--- config.mk ---
export PLATFORM = sky130hd
export DESIGN_NAME = psg_bus_adapter
export DESIGN_NICKNAME = d
export VERILOG_FILES = /design/src/rtl/psg_bridge_pkg.sv /design/src/rtl/psg_sync2.sv /design/src/rtl/psg_dur_cnt.sv /design/src/rtl/psg_bus_adapter.sv
export SDC_FILE = /design/constraint.sdc
export NUM_CORES = 1
export LEC_CHECK = 0
export ABC_AREA = 1
export BUFFER_PORTS_ARGS = -buffer_cell sky130_fd_sc_hd__buf_2
export CORE_MARGIN = 2
export CORE_UTILIZATION = 40
export DETAILED_ROUTE_END_ITERATION = 16
export PLACE_DENSITY = 0.7
export SKIP_LAST_GASP = 1
export SYNTH_ARGS = -nofsm -noshare
export SYNTH_HDL_FRONTEND = slang
export SYNTH_SLANG_ARGS = --single-unit
--- constraint.sdc ---
create_clock -name clk -period 2.3 [get_ports clk]
set_input_delay 0.115 -clock clk [delete_from_list [all_inputs] [get_ports clk]]
set_output_delay 0.115 -clock clk [all_outputs]
set_load 0.1 [all_outputs]
--- src/rtl/psg_bridge_pkg.sv ---
package psg_bridge_pkg;

    typedef enum logic [1:0] {
        CODE_IDLE = 2'b00,
        CODE_READ = 2'b01,
        CODE_DATA = 2'b10,
        CODE_ADDR = 2'b11
    } psg_code_e;

    typedef enum logic [1:0] {
        ST_IDLE,
        ST_STRETCH,
        ST_HOLD,
        ST_READ
    } bridge_st_e;

    function automatic int ns_to_cycles(input longint ns, input longint hz);
        return int'((ns * hz + 64'd999_999_999) / 64'd1_000_000_000);
    endfunction

endpackage

--- src/rtl/psg_sync2.sv ---
module psg_sync2 #(
    parameter int           W       = 1,
    parameter logic [W-1:0] RST_VAL = '0
) (
    input  logic         clk,
    input  logic         rst_n,
    input  logic [W-1:0] d,
    output logic [W-1:0] q
);
    logic [W-1:0] meta;

    always_ff @(posedge clk or negedge rst_n) begin
        if (!rst_n) begin
            meta <= RST_VAL;
            q    <= RST_VAL;
        end else begin
            meta <= d;
            q    <= meta;
        end
    end
endmodule

--- src/rtl/psg_dur_cnt.sv ---
module psg_dur_cnt #(
    parameter int CW = 8
) (
    input  logic          clk,
    input  logic          rst_n,
    input  logic          load,
    input  logic [CW-1:0] load_val,
    output logic          zero
);
    logic [CW-1:0] cnt;

    always_ff @(posedge clk or negedge rst_n) begin
        if (!rst_n)           cnt <= '0;
        else if (load)        cnt <= load_val;
        else if (cnt != '0)   cnt <= cnt - 1'b1;
    end

    assign zero = (cnt == '0);
endmodule

--- src/rtl/psg_bus_adapter.sv ---
module psg_bus_adapter
    import psg_bridge_pkg::*;
#(
    parameter longint CLK_HZ       = 125_000_000,
    parameter int     DW           = 8,
    parameter int     WRITE_NS     = 1950,
    parameter int     DATA_HOLD_NS = 400,
    parameter int     ADDR_HOLD_NS = 50
) (
    input  logic          clk,
    input  logic          rst_n,
    input  logic          z_iorq_n,
    input  logic          z_m1_n,
    input  logic          z_wr_n,
    input  logic          z_rd_n,
    input  logic          z_a0,
    input  logic [DW-1:0] z_d_in,
    output logic [DW-1:0] cpu_d_out,
    output logic          cpu_d_oe,
    output logic          psg_bdir,
    output logic          psg_bc1,
    output logic [DW-1:0] psg_da_out,
    output logic          psg_da_oe,
    input  logic [DW-1:0] psg_da_in,
    output logic          busy,
    output logic          overrun
);
    localparam int WR_CYC  = ns_to_cycles(longint'(WRITE_NS), CLK_HZ);
    localparam int DH_CYC  = ns_to_cycles(longint'(DATA_HOLD_NS), CLK_HZ);
    localparam int AH_CYC  = ns_to_cycles(longint'(ADDR_HOLD_NS), CLK_HZ);
    localparam int MAX_CYC = (WR_CYC > DH_CYC) ? ((WR_CYC > AH_CYC) ? WR_CYC : AH_CYC)
                                               : ((DH_CYC > AH_CYC) ? DH_CYC : AH_CYC);
    localparam int CW      = $clog2(MAX_CYC + 2);
    localparam int PIPE    = 3;
    localparam int CAPW    = DW + 2;

    // Strobe synchronisers: {rd_n, wr_n, iorq_n, m1_n}
    logic [3:0] strb_s;
    psg_sync2 #(.W(4), .RST_VAL(4'b1111)) u_sync (
        .clk(clk), .rst_n(rst_n),
        .d({z_rd_n, z_wr_n, z_iorq_n, z_m1_n}),
        .q(strb_s)
    );
    logic rd_s, wr_s, iorq_s, m1_s, wr_q;
    assign {rd_s, wr_s, iorq_s, m1_s} = strb_s;

    // Capture pipeline aligned with the synchroniser: {select, a0, data}
    logic [CAPW-1:0] cap_pipe [PIPE];
    always_ff @(posedge clk or negedge rst_n) begin
        if (!rst_n) begin
            for (int i = 0; i < PIPE; i++) cap_pipe[i] <= '0;
            wr_q <= 1'b1;
        end else begin
            cap_pipe[0] <= {(!z_iorq_n && z_m1_n), z_a0, z_d_in};
            for (int i = 1; i < PIPE; i++) cap_pipe[i] <= cap_pipe[i-1];
            wr_q <= wr_s;
        end
    end

    logic          wr_rise, new_req, new_addr, rd_go;
    logic [DW-1:0] new_val;
    assign wr_rise  = wr_s && !wr_q;
    assign new_req  = wr_rise && cap_pipe[PIPE-1][DW+1];
    assign new_addr = cap_pipe[PIPE-1][DW];
    assign new_val  = cap_pipe[PIPE-1][DW-1:0];
    assign rd_go    = !rd_s && !iorq_s && m1_s;

    // State and request registers
    bridge_st_e    state, state_nx;
    logic          q_valid, q_addr, act_addr, rd_taken;
    logic [DW-1:0] q_val, act_val, rd_data;
    logic          q_take, direct, to_q, cnt_zero, cnt_load;
    logic [CW-1:0] cnt_val;

    assign q_take = (state == ST_IDLE) && q_valid;
    assign direct = (state == ST_IDLE) && !q_valid && new_req;
    assign to_q   = new_req && !direct;

    always_comb begin
        state_nx = state;
        unique case (state)
            ST_IDLE: begin
                if (q_valid || new_req) state_nx = ST_STRETCH;
                else if (rd_go)         state_nx = ST_READ;
            end
            ST_STRETCH: if (cnt_zero) state_nx = ST_HOLD;
            ST_HOLD:    if (cnt_zero) state_nx = ST_IDLE;
            ST_READ:    if (!rd_go)   state_nx = ST_IDLE;
        endcase
    end

    always_comb begin
        cnt_load = 1'b0;
        cnt_val  = '0;
        if (state == ST_IDLE && state_nx == ST_STRETCH) begin
            cnt_load = 1'b1;
            cnt_val  = CW'(WR_CYC - 1);
        end else if (state == ST_STRETCH && state_nx == ST_HOLD) begin
            cnt_load = 1'b1;
            cnt_val  = act_addr ? CW'(AH_CYC - 1) : CW'(DH_CYC - 1);
        end
    end

    psg_dur_cnt #(.CW(CW)) u_cnt (
        .clk(clk), .rst_n(rst_n),
        .load(cnt_load), .load_val(cnt_val), .zero(cnt_zero)
    );

    always_ff @(posedge clk or negedge rst_n) begin
        if (!rst_n) begin
            state    <= ST_IDLE;
            q_valid  <= 1'b0;
            q_addr   <= 1'b0;
            q_val    <= '0;
            act_addr <= 1'b0;
            act_val  <= '0;
            overrun  <= 1'b0;
            rd_data  <= '0;
            rd_taken <= 1'b0;
        end else begin
            state <= state_nx;
            if (q_take) begin
                act_addr <= q_addr;
                act_val  <= q_val;
                q_valid  <= 1'b0;
            end else if (direct) begin
                act_addr <= new_addr;
                act_val  <= new_val;
            end
            if (to_q) begin
                if (q_valid && !q_take) begin
                    overrun <= 1'b1;
                end else begin
                    q_valid <= 1'b1;
                    q_addr  <= new_addr;
                    q_val   <= new_val;
                end
            end
            if (state == ST_READ) begin
                if (!rd_taken) begin
                    rd_data  <= psg_da_in;
                    rd_taken <= 1'b1;
                end
            end else begin
                rd_taken <= 1'b0;
            end
        end
    end

    // Output decode
    psg_code_e code;
    always_comb begin
        code      = CODE_IDLE;
        psg_da_oe = 1'b0;
        busy      = 1'b0;
        unique case (state)
            ST_IDLE:    code = CODE_IDLE;
            ST_STRETCH: begin
                code      = act_addr ? CODE_ADDR : CODE_DATA;
                psg_da_oe = 1'b1;
                busy      = 1'b1;
            end
            ST_HOLD: begin
                psg_da_oe = 1'b1;
                busy      = 1'b1;
            end
            ST_READ:    code = CODE_READ;
        endcase
    end

    assign {psg_bdir, psg_bc1} = code;
    assign psg_da_out = act_val;
    assign cpu_d_out  = rd_data;
    assign cpu_d_oe   = !z_rd_n && !z_iorq_n && z_m1_n;

    // Checker state and assertions
    logic [CW-1:0] act_len;
    always_ff @(posedge clk or negedge rst_n) begin
        if (!rst_n)         act_len <= '0;
        else if (psg_bdir)  act_len <= act_len + 1'b1;
        else                act_len <= '0;
    end

    AST_WRITE_MIN_LEN: assert property (@(posedge clk) disable iff (!rst_n)
        $fell(psg_bdir) |-> (act_len >= CW'(WR_CYC)));

    AST_CODE_VIA_IDLE: assert property (@(posedge clk) disable iff (!rst_n)
        ($past({psg_bdir, psg_bc1}) != 2'b00 && {psg_bdir, psg_bc1} != $past({psg_bdir, psg_bc1}))
        |-> ({psg_bdir, psg_bc1} == 2'b00));

    AST_HOLD_DATA_STABLE: assert property (@(posedge clk) disable iff (!rst_n)
        (psg_da_oe && $past(psg_da_oe)) |-> $stable(psg_da_out));

    AST_OVERRUN_STICKY: assert property (@(posedge clk) disable iff (!rst_n)
        overrun |=> overrun);

    AST_READ_ONLY_WITH_RD: assert property (@(posedge clk) disable iff (!rst_n)
        (!psg_bdir && psg_bc1) |-> $past(rd_go));

    AST_BUSY_NO_READ: assert property (@(posedge clk) disable iff (!rst_n)
        busy |-> !(!psg_bdir && psg_bc1));
endmodule

==> impl_metrics.env <==
export IMPL_initial_core_util_pct=41.19
export IMPL_nNetsFinal=355
export IMPL_vias=1909
export IMPL_report_final_slew_viol_count=0
export IMPL_cts_tree="done"
export IMPL_fin_cells=430
export IMPL_coreArea_sq_um=7214
export IMPL_die_y_um=90.19
export IMPL_die_x_um=90.19
export IMPL_crit_path_end_kind="flop"
export IMPL_cap_violations=0
export IMPL_start_kind="flop"
export IMPL_fmax_mhz=489.3
export IMPL_io_pins=45
export IMPL_cts_max_path_buffers=2
export IMPL_slew_headroom_pct=37.87
export IMPL_holdCritPathClass="input pin to flop"
export IMPL_clk_pin_slew_worst_paths_ns=0.07
export IMPL_cts_repair_resized=0
export IMPL_grt_max_degree=79
export IMPL_yosysWarnings=0
export IMPL_gp_congestion=0.8974
export IMPL_fill_cells=667
export IMPL_grtUsageMet3_pct=3.101
export IMPL_layout_min_cycle_time_ns=2.044
export IMPL_multi_input_area_sq_um=897.1
export IMPL_dieArea_sq_um=8134
export IMPL_synth_xor_area_share_pct=1.474
export IMPL_vias_per_cell=4.440
export IMPL_ys_types=29
export IMPL_antenna_found_initial=0
export IMPL_drt_wl_total_mm=5.049
export IMPL_final_common_cell="dfrtp_1"
export IMPL_crit_fanout=12
export IMPL_cts_made_buffers=9
export IMPL_worst_ep_arrival_time_ns=2.26
export IMPL_synth_compound_area_share_pct=4.758
export IMPL_place_inst=394
export IMPL_drc=0
export IMPL_dr_pass1_iters=4
export IMPL_final_hold_viol_count=0
export IMPL_area_delta_synth_final_pct=23.96
export IMPL_yosys_area_share_simple_pct=14.74
export IMPL_diodes=0
export IMPL_register_area_sq_um=1963
export IMPL_yosysSeqAreaShare_pct=66.06
export IMPL_synth_nets=284
export IMPL_layout_drive_gt1_share_pct=30.21
export IMPL_syn_area_sq_um=2972
export IMPL_syn_inst=255
export IMPL_dp_hpwl_mm=3.377
export IMPL_grt_busiest_layer="met2"
export IMPL_fin_util_pct=51.06
export IMPL_finalSetupViolations=0
export IMPL_status="finished, final reports clean"
export IMPL_met2_usage_pct=20.43
export IMPL_io_buffer_count=44
export IMPL_ant_nets=0
export IMPL_avgSynthCellArea_sq_um=11.65
export IMPL_root_buffer="clkbuf_8"
export IMPL_use_met1_pct=17.43
export IMPL_required_ns=2.52
export IMPL_grt_overflow_total=0
export IMPL_post_drt_wl_per_cell_um=11.74
export IMPL_layout_common_cells="dfrtp_1 (69), buf_2 (43), nand2_1 (33)"
export IMPL_h_tree_depth=3
export IMPL_rows=31
export IMPL_ys_ff_latch=78
export IMPL_critical_path_class="flop to flop"
export IMPL_worst_slew_pin_slew_ns=0.9319
export IMPL_synth_area_mux_share_pct=6.063
export IMPL_cts_sinks=78
export IMPL_track_usage_pct=13.37
export IMPL_tns_ns=0
export IMPL_drtIter0Drc=86
export IMPL_finalClockSkew_ns=0.009794
export IMPL_rsz0062_at_grt="false"
export IMPL_grt_pass1_vias=1901
export IMPL_grt_pass1_wl_mm=8.666
export IMPL_synth_top_family_by_area="simple AND/OR/NAND/NOR gates"
export IMPL_synth_adder_area_share_pct=2.526
export IMPL_clk_latency_ns=0.33
export IMPL_finalCritPeriodShare_pct=88.85
## logic make-up after synthesis
family	after synthesis
AOI/OAI and AO/OA	25
xor gates and xnor gates	5
adders and majority gates	6
buffers and inverters	33
DFF	78
muxes	16
and+or+nand+nor	92
## critical path, stage by stage (launching register included)
cell     delay (ns)
dfrtp_1        0.43
inv_1          0.15
ha_1           0.45
a21oi_1        0.15
nand2_1        0.36
mux2_2         0.39
## per-stage QoR
stage | setup WS [ns] | hold WS (ns) | instance area (sq um)
4_1_cts | 0.2531 | 0.006311 | 3674
5_1_grt | 0.09358 | 0.009889 | 3684
6_report | 0.2564 | 0.02772 | 3684
3_3_place_gp | 0.3128 | 0.2217 | 3319
3_5_place_dp | 0.2819 | 0.2212 | 3319
2_1_floorplan | 0.1161 | -0.1806 | 2990
## synthesized netlist by cell type
| cell | number | area share [%] |
|---|---|---|
| dfstp_2 | 9 | 8.0 |
| mux2_2 | 16 | 6.1 |
| ha_1 | 6 | 2.5 |
| nand3_4 | 1 | 0.59 |
| nor2_4 | 1 | 0.38 |
| buf_4 | 1 | 0.25 |
| or2_2 | 2 | 0.42 |
| nand2_1 | 33 | 4.2 |
| nand3_1 | 16 | 2.7 |
| nor2_1 | 25 | 3.2 |
| dfrtp_1 | 69 | 58 |
| nand2_4 | 2 | 0.76 |
| nor3_1 | 3 | 0.51 |
| nand4_1 | 1 | 0.21 |
| a211oi_1 | 1 | 0.25 |
| o21ai_1 | 1 | 0.17 |
| inv_2 | 3 | 0.38 |
| nor2_2 | 3 | 0.63 |
| o21bai_1 | 1 | 0.25 |
| inv_1 | 25 | 3.2 |
| nand3b_1 | 1 | 0.25 |
| a31oi_1 | 9 | 1.9 |
| o21ai_0 | 4 | 0.67 |
| nand2_2 | 3 | 0.63 |
| clkbuf_1 | 2 | 0.25 |
| nand3_2 | 1 | 0.34 |
| a21oi_1 | 9 | 1.5 |
| buf_2 | 2 | 0.34 |
| xor2_1 | 5 | 1.5 |
## final timing paths
path / start / endpoint / slack (ns) / cells past startpoint
max reg2reg: state[1] / q_val[5] / 0.26 / 5
min in group asynchronous: rst_n / cap_pipe[23] / 0.49 / 2
min reg2reg: cap_pipe[20] / cap_pipe[10] / 0.34 / 0
max: state[1] / q_val[5] / 0.26 / 5
min: psg_da_in[3] / cpu_d_out[3] / 0.03 / 2
max in group asynchronous: rst_n / cap_pipe[18] / 1.21 / 2
## flip-flops by register name, indices dropped and copies added (netlist names)
| signal | count |
|---|---|
| u_cnt.cnt | 8 |
| state | 2 |
| u_sync.meta | 4 |
| overrun | 1 |
| q_addr | 1 |
| rd_taken | 1 |
| psg_da_out | 8 |
| u_sync.q | 4 |
| wr_q | 1 |
| q_val | 8 |
| cap_pipe | 30 |
| q_valid | 1 |
| cpu_d_out | 8 |
| act_addr | 1 |
## layout make-up
type | count | area share, %
sequential | 78 | 53.29
multi-input combinational | 144 | 24.35
timing repair buffer | 65 | 11.68
clock buffer | 15 | 4.246
tap | 99 | 3.363
inverter | 28 | 2.853
clock inverter | 1 | 0.2038
## repair_timing
item                                   4_1_cts  5_1_grt
hold buffers                                19        1
setup buffers                                0        0
endpoints found under the hold margin       88        1
## routing by layer
layer  up-vias  wire (um)
met5         -          0
met4         0         96
met3         8        103
met2        33       2466
met1       898       2383
li1        970          -
Power is not shown: default switching activity piles up to over one toggle a cycle in this logic, so the estimate is an artifact.
